<file path="config.mk">
export PLATFORM = sky130hd
export DESIGN_NAME = word_exchange_reg
export DESIGN_NICKNAME = d
export VERILOG_FILES = /design/src/rtl/xchg_pkg.sv /design/src/rtl/xchg_sequencer.sv /design/src/rtl/xchg_packer.sv /design/src/rtl/xchg_storage.sv /design/src/rtl/xchg_unpacker.sv /design/src/rtl/word_exchange_reg.sv
export SDC_FILE = /design/constraint.sdc
export NUM_CORES = 1
export LEC_CHECK = 0
export BUFFER_PORTS_ARGS = -buffer_cell sky130_fd_sc_hd__buf_2
export CORE_ASPECT_RATIO = 1.75
export CORE_MARGIN = 2
export CORE_UTILIZATION = 55
export CTS_CLUSTER_DIAMETER = 30
export DETAILED_ROUTE_END_ITERATION = 6
export HOLD_SLACK_MARGIN = 0.08
export PLACE_DENSITY = 0.86
export SETUP_SLACK_MARGIN = 0.2
export SLEW_MARGIN = 20
export SYNTH_ARGS = -nofsm -noshare
export SYNTH_HDL_FRONTEND = slang
export SYNTH_SLANG_ARGS = --single-unit
</file>
<file path="constraint.sdc">
create_clock -name clk -period 1.71 [get_ports clk]
set_clock_uncertainty 0.2 [all_clocks]
set_input_delay 0.2565 -clock clk [delete_from_list [all_inputs] [get_ports clk]]
set_output_delay 0.2565 -clock clk [all_outputs]
set_load 0.02 [all_outputs]
</file>
<file path="src/rtl/xchg_pkg.sv">
// Package: shared types for the byte-serial word exchange register.
// Assumes nothing beyond a standard SystemVerilog elaborator.
package xchg_pkg;

    // Transaction phases of the exchange sequencer.
    typedef enum logic [2:0] {
        PH_IDLE    = 3'd0,
        PH_COLLECT = 3'd1,
        PH_CAPTURE = 3'd2,
        PH_COMMIT  = 3'd3,
        PH_EMIT    = 3'd4
    } phase_e;

endpackage

</file>
<file path="src/rtl/xchg_sequencer.sv">
// Module: xchg_sequencer
// Walks one exchange through collect, capture, commit and emit phases and
// produces the per-cycle strobes for the datapath. Assumes NUM_BYTES >= 2.
// in_valid is only looked at in the idle phase.
module xchg_sequencer
    import xchg_pkg::*;
#(
    parameter int NUM_BYTES = 4,
    localparam int IDX_W    = (NUM_BYTES > 1) ? $clog2(NUM_BYTES) : 1
) (
    input  logic             clk,
    input  logic             rst_n,
    input  logic             in_valid,
    output logic             load_first,
    output logic             load_next,
    output logic             capture,
    output logic             commit,
    output logic             emit,
    output logic [IDX_W-1:0] idx
);

    localparam logic [IDX_W-1:0] LAST_IDX = IDX_W'(NUM_BYTES - 1);

    phase_e           phase_q;
    logic [IDX_W-1:0] idx_q;

    // Phase and byte-index register.
    always_ff @(posedge clk) begin
        if (!rst_n) begin
            phase_q <= PH_IDLE;
            idx_q   <= '0;
        end else begin
            unique case (phase_q)
                PH_IDLE: begin
                    if (in_valid) begin
                        phase_q <= PH_COLLECT;
                        idx_q   <= IDX_W'(1);
                    end
                end
                PH_COLLECT: begin
                    if (idx_q == LAST_IDX) begin
                        phase_q <= PH_CAPTURE;
                        idx_q   <= '0;
                    end else begin
                        idx_q <= idx_q + IDX_W'(1);
                    end
                end
                PH_CAPTURE: begin
                    phase_q <= PH_COMMIT;
                end
                PH_COMMIT: begin
                    phase_q <= PH_EMIT;
                    idx_q   <= '0;
                end
                PH_EMIT: begin
                    if (idx_q == LAST_IDX) begin
                        phase_q <= PH_IDLE;
                        idx_q   <= '0;
                    end else begin
                        idx_q <= idx_q + IDX_W'(1);
                    end
                end
                default: begin
                    phase_q <= PH_IDLE;
                    idx_q   <= '0;
                end
            endcase
        end
    end

    // Decode phase into datapath strobes.
    always_comb begin
        load_first = (phase_q == PH_IDLE) && in_valid;
        load_next  = (phase_q == PH_COLLECT);
        capture    = (phase_q == PH_CAPTURE);
        commit     = (phase_q == PH_COMMIT);
        emit       = (phase_q == PH_EMIT);
        idx        = idx_q;
    end

endmodule

</file>
<file path="src/rtl/xchg_packer.sv">
// Module: xchg_packer
// Assembles the incoming bytes into a word, lowest lane first. On the start
// cycle every lane is cleared except lane 0, which takes the first byte, so
// nothing from an earlier transaction survives. Assumes load_first and
// load_next are never high together.
module xchg_packer #(
    parameter int BYTE_W    = 8,
    parameter int NUM_BYTES = 4,
    localparam int IDX_W    = (NUM_BYTES > 1) ? $clog2(NUM_BYTES) : 1,
    localparam int WORD_W   = BYTE_W * NUM_BYTES
) (
    input  logic              clk,
    input  logic              rst_n,
    input  logic              load_first,
    input  logic              load_next,
    input  logic [IDX_W-1:0]  idx,
    input  logic [BYTE_W-1:0] byte_in,
    output logic [WORD_W-1:0] word
);

    for (genvar g = 0; g < NUM_BYTES; g++) begin : g_lane
        logic [BYTE_W-1:0] lane_q;

        // One byte lane of the assembly register.
        always_ff @(posedge clk) begin
            if (!rst_n) begin
                lane_q <= '0;
            end else if (load_first) begin
                lane_q <= (g == 0) ? byte_in : '0;
            end else if (load_next && (idx == IDX_W'(g))) begin
                lane_q <= byte_in;
            end
        end

        assign word[g*BYTE_W +: BYTE_W] = lane_q;
    end

endmodule

</file>
<file path="src/rtl/xchg_storage.sv">
// Module: xchg_storage
// Holds the stored word and the snapshot of its previous value. capture
// copies the stored word into the snapshot; commit overwrites the stored
// word. Assumes the two strobes fall in different cycles.
module xchg_storage #(
    parameter int WORD_W = 32
) (
    input  logic              clk,
    input  logic              rst_n,
    input  logic              capture,
    input  logic              commit,
    input  logic [WORD_W-1:0] new_word,
    output logic [WORD_W-1:0] old_word
);

    logic [WORD_W-1:0] store_q;
    logic [WORD_W-1:0] hold_q;

    // Stored word: cleared by reset, replaced on commit.
    always_ff @(posedge clk) begin
        if (!rst_n) begin
            store_q <= '0;
        end else if (commit) begin
            store_q <= new_word;
        end
    end

    // Snapshot of the stored word taken on capture.
    always_ff @(posedge clk) begin
        if (!rst_n) begin
            hold_q <= '0;
        end else if (capture) begin
            hold_q <= store_q;
        end
    end

    assign old_word = hold_q;

endmodule

</file>
<file path="src/rtl/xchg_unpacker.sv">
// Module: xchg_unpacker
// Selects one byte lane of the snapshot word during the emit phase and
// forces the output lane to zero otherwise. Assumes idx < NUM_BYTES.
module xchg_unpacker #(
    parameter int BYTE_W    = 8,
    parameter int NUM_BYTES = 4,
    localparam int IDX_W    = (NUM_BYTES > 1) ? $clog2(NUM_BYTES) : 1,
    localparam int WORD_W   = BYTE_W * NUM_BYTES
) (
    input  logic              emit,
    input  logic [IDX_W-1:0]  idx,
    input  logic [WORD_W-1:0] word,
    output logic              valid,
    output logic [BYTE_W-1:0] byte_out
);

    logic [BYTE_W-1:0] lanes [NUM_BYTES];

    for (genvar g = 0; g < NUM_BYTES; g++) begin : g_split
        assign lanes[g] = word[g*BYTE_W +: BYTE_W];
    end

    // Lane select gated by the emit phase.
    always_comb begin
        valid    = emit;
        byte_out = '0;
        if (emit) begin
            byte_out = lanes[idx];
        end
    end

endmodule

</file>
<file path="src/rtl/word_exchange_reg.sv">
// Module: word_exchange_reg (top)
// Byte-serial read-and-replace of one stored word. It collects NUM_BYTES
// bytes after a start strobe, snapshots the old word, commits the new one
// and streams the snapshot back. Assumes a single clock domain and a
// synchronous active-low reset; there is no back-pressure on either side.
module word_exchange_reg #(
    parameter int BYTE_W    = 8,
    parameter int NUM_BYTES = 4
) (
    input  logic              clk,
    input  logic              rst_n,
    input  logic              in_valid,
    input  logic [BYTE_W-1:0] in_data,
    output logic              out_valid,
    output logic [BYTE_W-1:0] out_data
);

    localparam int IDX_W  = (NUM_BYTES > 1) ? $clog2(NUM_BYTES) : 1;
    localparam int WORD_W = BYTE_W * NUM_BYTES;

    logic              load_first;
    logic              load_next;
    logic              capture;
    logic              commit;
    logic              emit;
    logic [IDX_W-1:0]  idx;
    logic [WORD_W-1:0] asm_word;
    logic [WORD_W-1:0] old_word;

    xchg_sequencer #(
        .NUM_BYTES (NUM_BYTES)
    ) u_seq (
        .clk        (clk),
        .rst_n      (rst_n),
        .in_valid   (in_valid),
        .load_first (load_first),
        .load_next  (load_next),
        .capture    (capture),
        .commit     (commit),
        .emit       (emit),
        .idx        (idx)
    );

    xchg_packer #(
        .BYTE_W    (BYTE_W),
        .NUM_BYTES (NUM_BYTES)
    ) u_pack (
        .clk        (clk),
        .rst_n      (rst_n),
        .load_first (load_first),
        .load_next  (load_next),
        .idx        (idx),
        .byte_in    (in_data),
        .word       (asm_word)
    );

    xchg_storage #(
        .WORD_W (WORD_W)
    ) u_store (
        .clk      (clk),
        .rst_n    (rst_n),
        .capture  (capture),
        .commit   (commit),
        .new_word (asm_word),
        .old_word (old_word)
    );

    xchg_unpacker #(
        .BYTE_W    (BYTE_W),
        .NUM_BYTES (NUM_BYTES)
    ) u_unpack (
        .emit     (emit),
        .idx      (idx),
        .word     (old_word),
        .valid    (out_valid),
        .byte_out (out_data)
    );

endmodule

</file>
==> results.cfg <==
[floorplanning]
die_w_um = 70.25
die_h_um = 119.9
initial_core_util = 0.5621
core_um2 = 7515
die_area_um2 = 8424
ios = 20
placementRows = 42

[global_routing]
grt.overflow.total = 0
grt_pass1_vias = 3684
grt_util_all_layers = 0.3040
grt_pass1_wl_um = 19460
grt_max_degree = 56
antenna_found_initial = 0

[pwr]
switching_share = 0.2482
max-vdd-ir-drop_mv = 0.9602
comb_power_share = 0.087
power_switching_mw = 1.243
power_frac_clock = 0.430
leakagePower_nw = 2.516
internal_power_mw = 3.766
seqPwrFrac = 0.483
total_power_mw = 5.009
p_per_area_nw_per_um2 = 778.1

[setup_path]
max_stage_delay_ps = 370
critPathCaptureType = flip-flop
worstSetupPathType = reg -> reg
cpMostUsedCell = buf_6
slowest_stage = dfxtp_4
worst-path-buf-inv = 7
critPathTopFamily = buffers and inverters
worst_setup_path_start_kind = flip-flop
crit_chain = buf_6 -> buf_4 -> buf_6 -> buf_8 -> inv_6 -> buf_6 -> ha_4 -> mux2i_4 -> nor3_4 -> buf_6 -> mux2i_1
worst-path-max-fanout = 5
cp.arrival_ps = 2180
cp.required_ps = 1770

[logic_synthesis]
syn-instance-count = 455
synth.ff_latch_count = 101
ys_seq_area_frac = 0.4787
ys_types = 33
syn-num-nets = 471
netlist_area_um2 = 4224
avgSynthCellArea_um2 = 9.284
synth_warnings = 0

[routing]
vias_per_cell = 6.383
vias = 3913
drtPass1Iterations = 7
drt_wl_total_um = 16120
drc_errors = 1
wl_per_cell_um = 26.29
drt_iter0_drc = 468
final_antenna_net_count = 0

[finish]
design_area_um2 = 6437
mostFrequentLayoutCells = dfxtp_1, nand2_1, nand2_4
multiInputGateArea_um2 = 2744
fill_cells = 303
final_common_cell = dfxtp_1
drive_gt1_frac = 0.4819
antenna_cells = 0
seq_area_um2 = 2031
area_growth_syn_to_layout_pct = 52.40
fin_nets = 536

[cts]
htreeDepth = 3
cts_buffers = 9
clock-root-buffer = clkbuf_16
clock-sinks = 101
clockBufferDepth = 2
clk_pin_slew_ps = 80
clkLatencyLatePin_ps = 360
cts_tree = built

[sta]
worstMarginPinSlew_ps = 498.8
fmax_ghz = 0.4718
fin_crit_ps = 2120
drv_slew = 0
fin_crit_sh = 1.240
fin_ws_ps = -409.7
hold_viol = 0
slew_headroom = 0.6675
fin_setup_tns_ps = -20160
rsz0062_at_grt = yes
finalSetupViolCount = 109

[job]
maxCapViolations = 0

[run_status]
outcome = finished with violations
violations = DRC, setup timing

[place]
placed_cell_area_um2 = 4536
port_buffers = 19
gp_congestion = 0.7846
dp_hpwl_um = 6100

[worst_hold_path]
hp-class = in -> reg
## worst min-delay path, delay by kind of cell
kind            cells  cell delay [ps]
buf+inv             2              340
compound gates      1              150
## power by group through the flow
stage | clock network [mW] | registers, mW | logic, mW
CTS | 2.06 | 2.41 | 0.361
finish | 2.15 | 2.42 | 0.435
global route | 2.23 | 2.42 | 0.452
detailed placement | 0 | 2.47 | 0.244
global placement | 0 | 2.47 | 0.234
floorplan | 0 | 2.45 | 0.211
## worst paths after layout
kind                              startpoint                         end  slack [ps]  cells past startpoint
setup reg to reg                u_seq.idx[0]  u_pack.g_lane[0].lane_q[3]        -410                     11
hold reg to reg   u_pack.g_lane[1].lane_q[5]         u_store.store_q[13]         260                      2
hold / removal                         rst_n                u_seq.idx[0]         230                      3
setup / recovery                u_seq.idx[0]  u_pack.g_lane[0].lane_q[3]        -410                     11
## logic make-up (layout without fill, tap and decap cells)
group           count (synthesis)  count (layout)  share of synthesized area
compound gates                 73              73                     0.1277
xor+xnor                        1               1                   0.002074
fa+ha+maj                       5               5                    0.01481
buf+inv                        38             108                    0.05332
flops                         101             101                     0.4787
mux                            41              41                     0.1209
simple gates                  196             196                     0.2026
## cell usage after synthesis
library cell / count / area, µm²
clkbuf_1: 9 / 33.78
and3b_1: 1 / 8.760
nand2_1: 144 / 540.5
a2bb2oi_1: 1 / 8.760
o21ai_1: 1 / 5.000
nor2b_1: 10 / 62.56
buf_2: 16 / 80.08
a21oi_1: 1 / 5.000
dfxtp_1: 101 / 2022
a21boi_1: 29 / 217.7
buf_6: 4 / 45.04
inv_1: 3 / 11.26
mux4_2: 8 / 180.2
and4bb_2: 3 / 37.54
nand2b_1: 3 / 18.77
and2_1: 1 / 6.260
o31ai_1: 1 / 7.510
o21ai_0: 3 / 15.01
nor2_1: 26 / 97.59
nor3_4: 1 / 16.27
buf_4: 4 / 30.03
xnor2_1: 1 / 8.760
or3b_1: 2 / 17.52
buf_12: 1 / 20.02
nor3b_4: 1 / 18.77
a21boi_0: 36 / 270.3
nand3b_1: 2 / 15.01
a21bo_1: 1 / 10.01
nand4b_1: 1 / 8.760
clkbuf_2: 1 / 5.000
ha_1: 5 / 62.56
or4_1: 1 / 7.510
mux2i_1: 33 / 330.3
## timing repair
action                                 in CTS  in global routing
endpoints found under the hold margin      33                  0
gates cloned                               10                  4
gates resized for setup                   145                141
pin swaps                                  71                 84
buffers inserted                           19                 13
setup endpoints to repair                  79                110
hold buffers                                9                  0
## routing by layer
layer | vias up | routed length, µm | track usage
met3 | 102 | 1037 | 0.06129
li1 | 1649 | - | -
met1 | 1912 | 5654 | 0.3221
met4 | 0 | 1409 | 0.2163
met5 | - | 0 | 0
met2 | 250 | 8013 | 0.5254
## sequential cells by signal, summed over array words and instances, names as in the netlist
| register | count |
|---|---|
| u_store.old_word | 32 |
| u_store.store_q | 32 |
| u_seq.idx | 2 |
| u_pack.g_lane.lane_q | 32 |
| u_seq.phase_q | 3 |
## through the flow
step / setup slack, ps / hold WS, ps / utilization / instances
3_3_place_gp: -32.65 / 239.7 / 0.6036 / 542
5_1_grt: -468.9 / 240.2 / 0.8566 / 613
6_report: -409.7 / 225.5 / 0.8566 / 613
4_1_cts: -337.0 / 228.0 / 0.7637 / 596
3_5_place_dp: -67.22 / 245.4 / 0.6036 / 542
2_1_floorplan: 102.8 / 196.9 / - / 455
## layout make-up
| cell class | count | area share |
|---|---|---|
| Tap cell | 88 | 0.01710 |
| Multi-Input combinational cell | 316 | 0.4262 |
| Timing Repair Buffer | 89 | 0.1909 |
| Sequential cell | 101 | 0.3155 |
| Inverter | 3 | 0.003693 |
| Clock buffer | 10 | 0.03557 |
| Clock inverter | 6 | 0.01108 |
(Power assumes the default switching activity.)
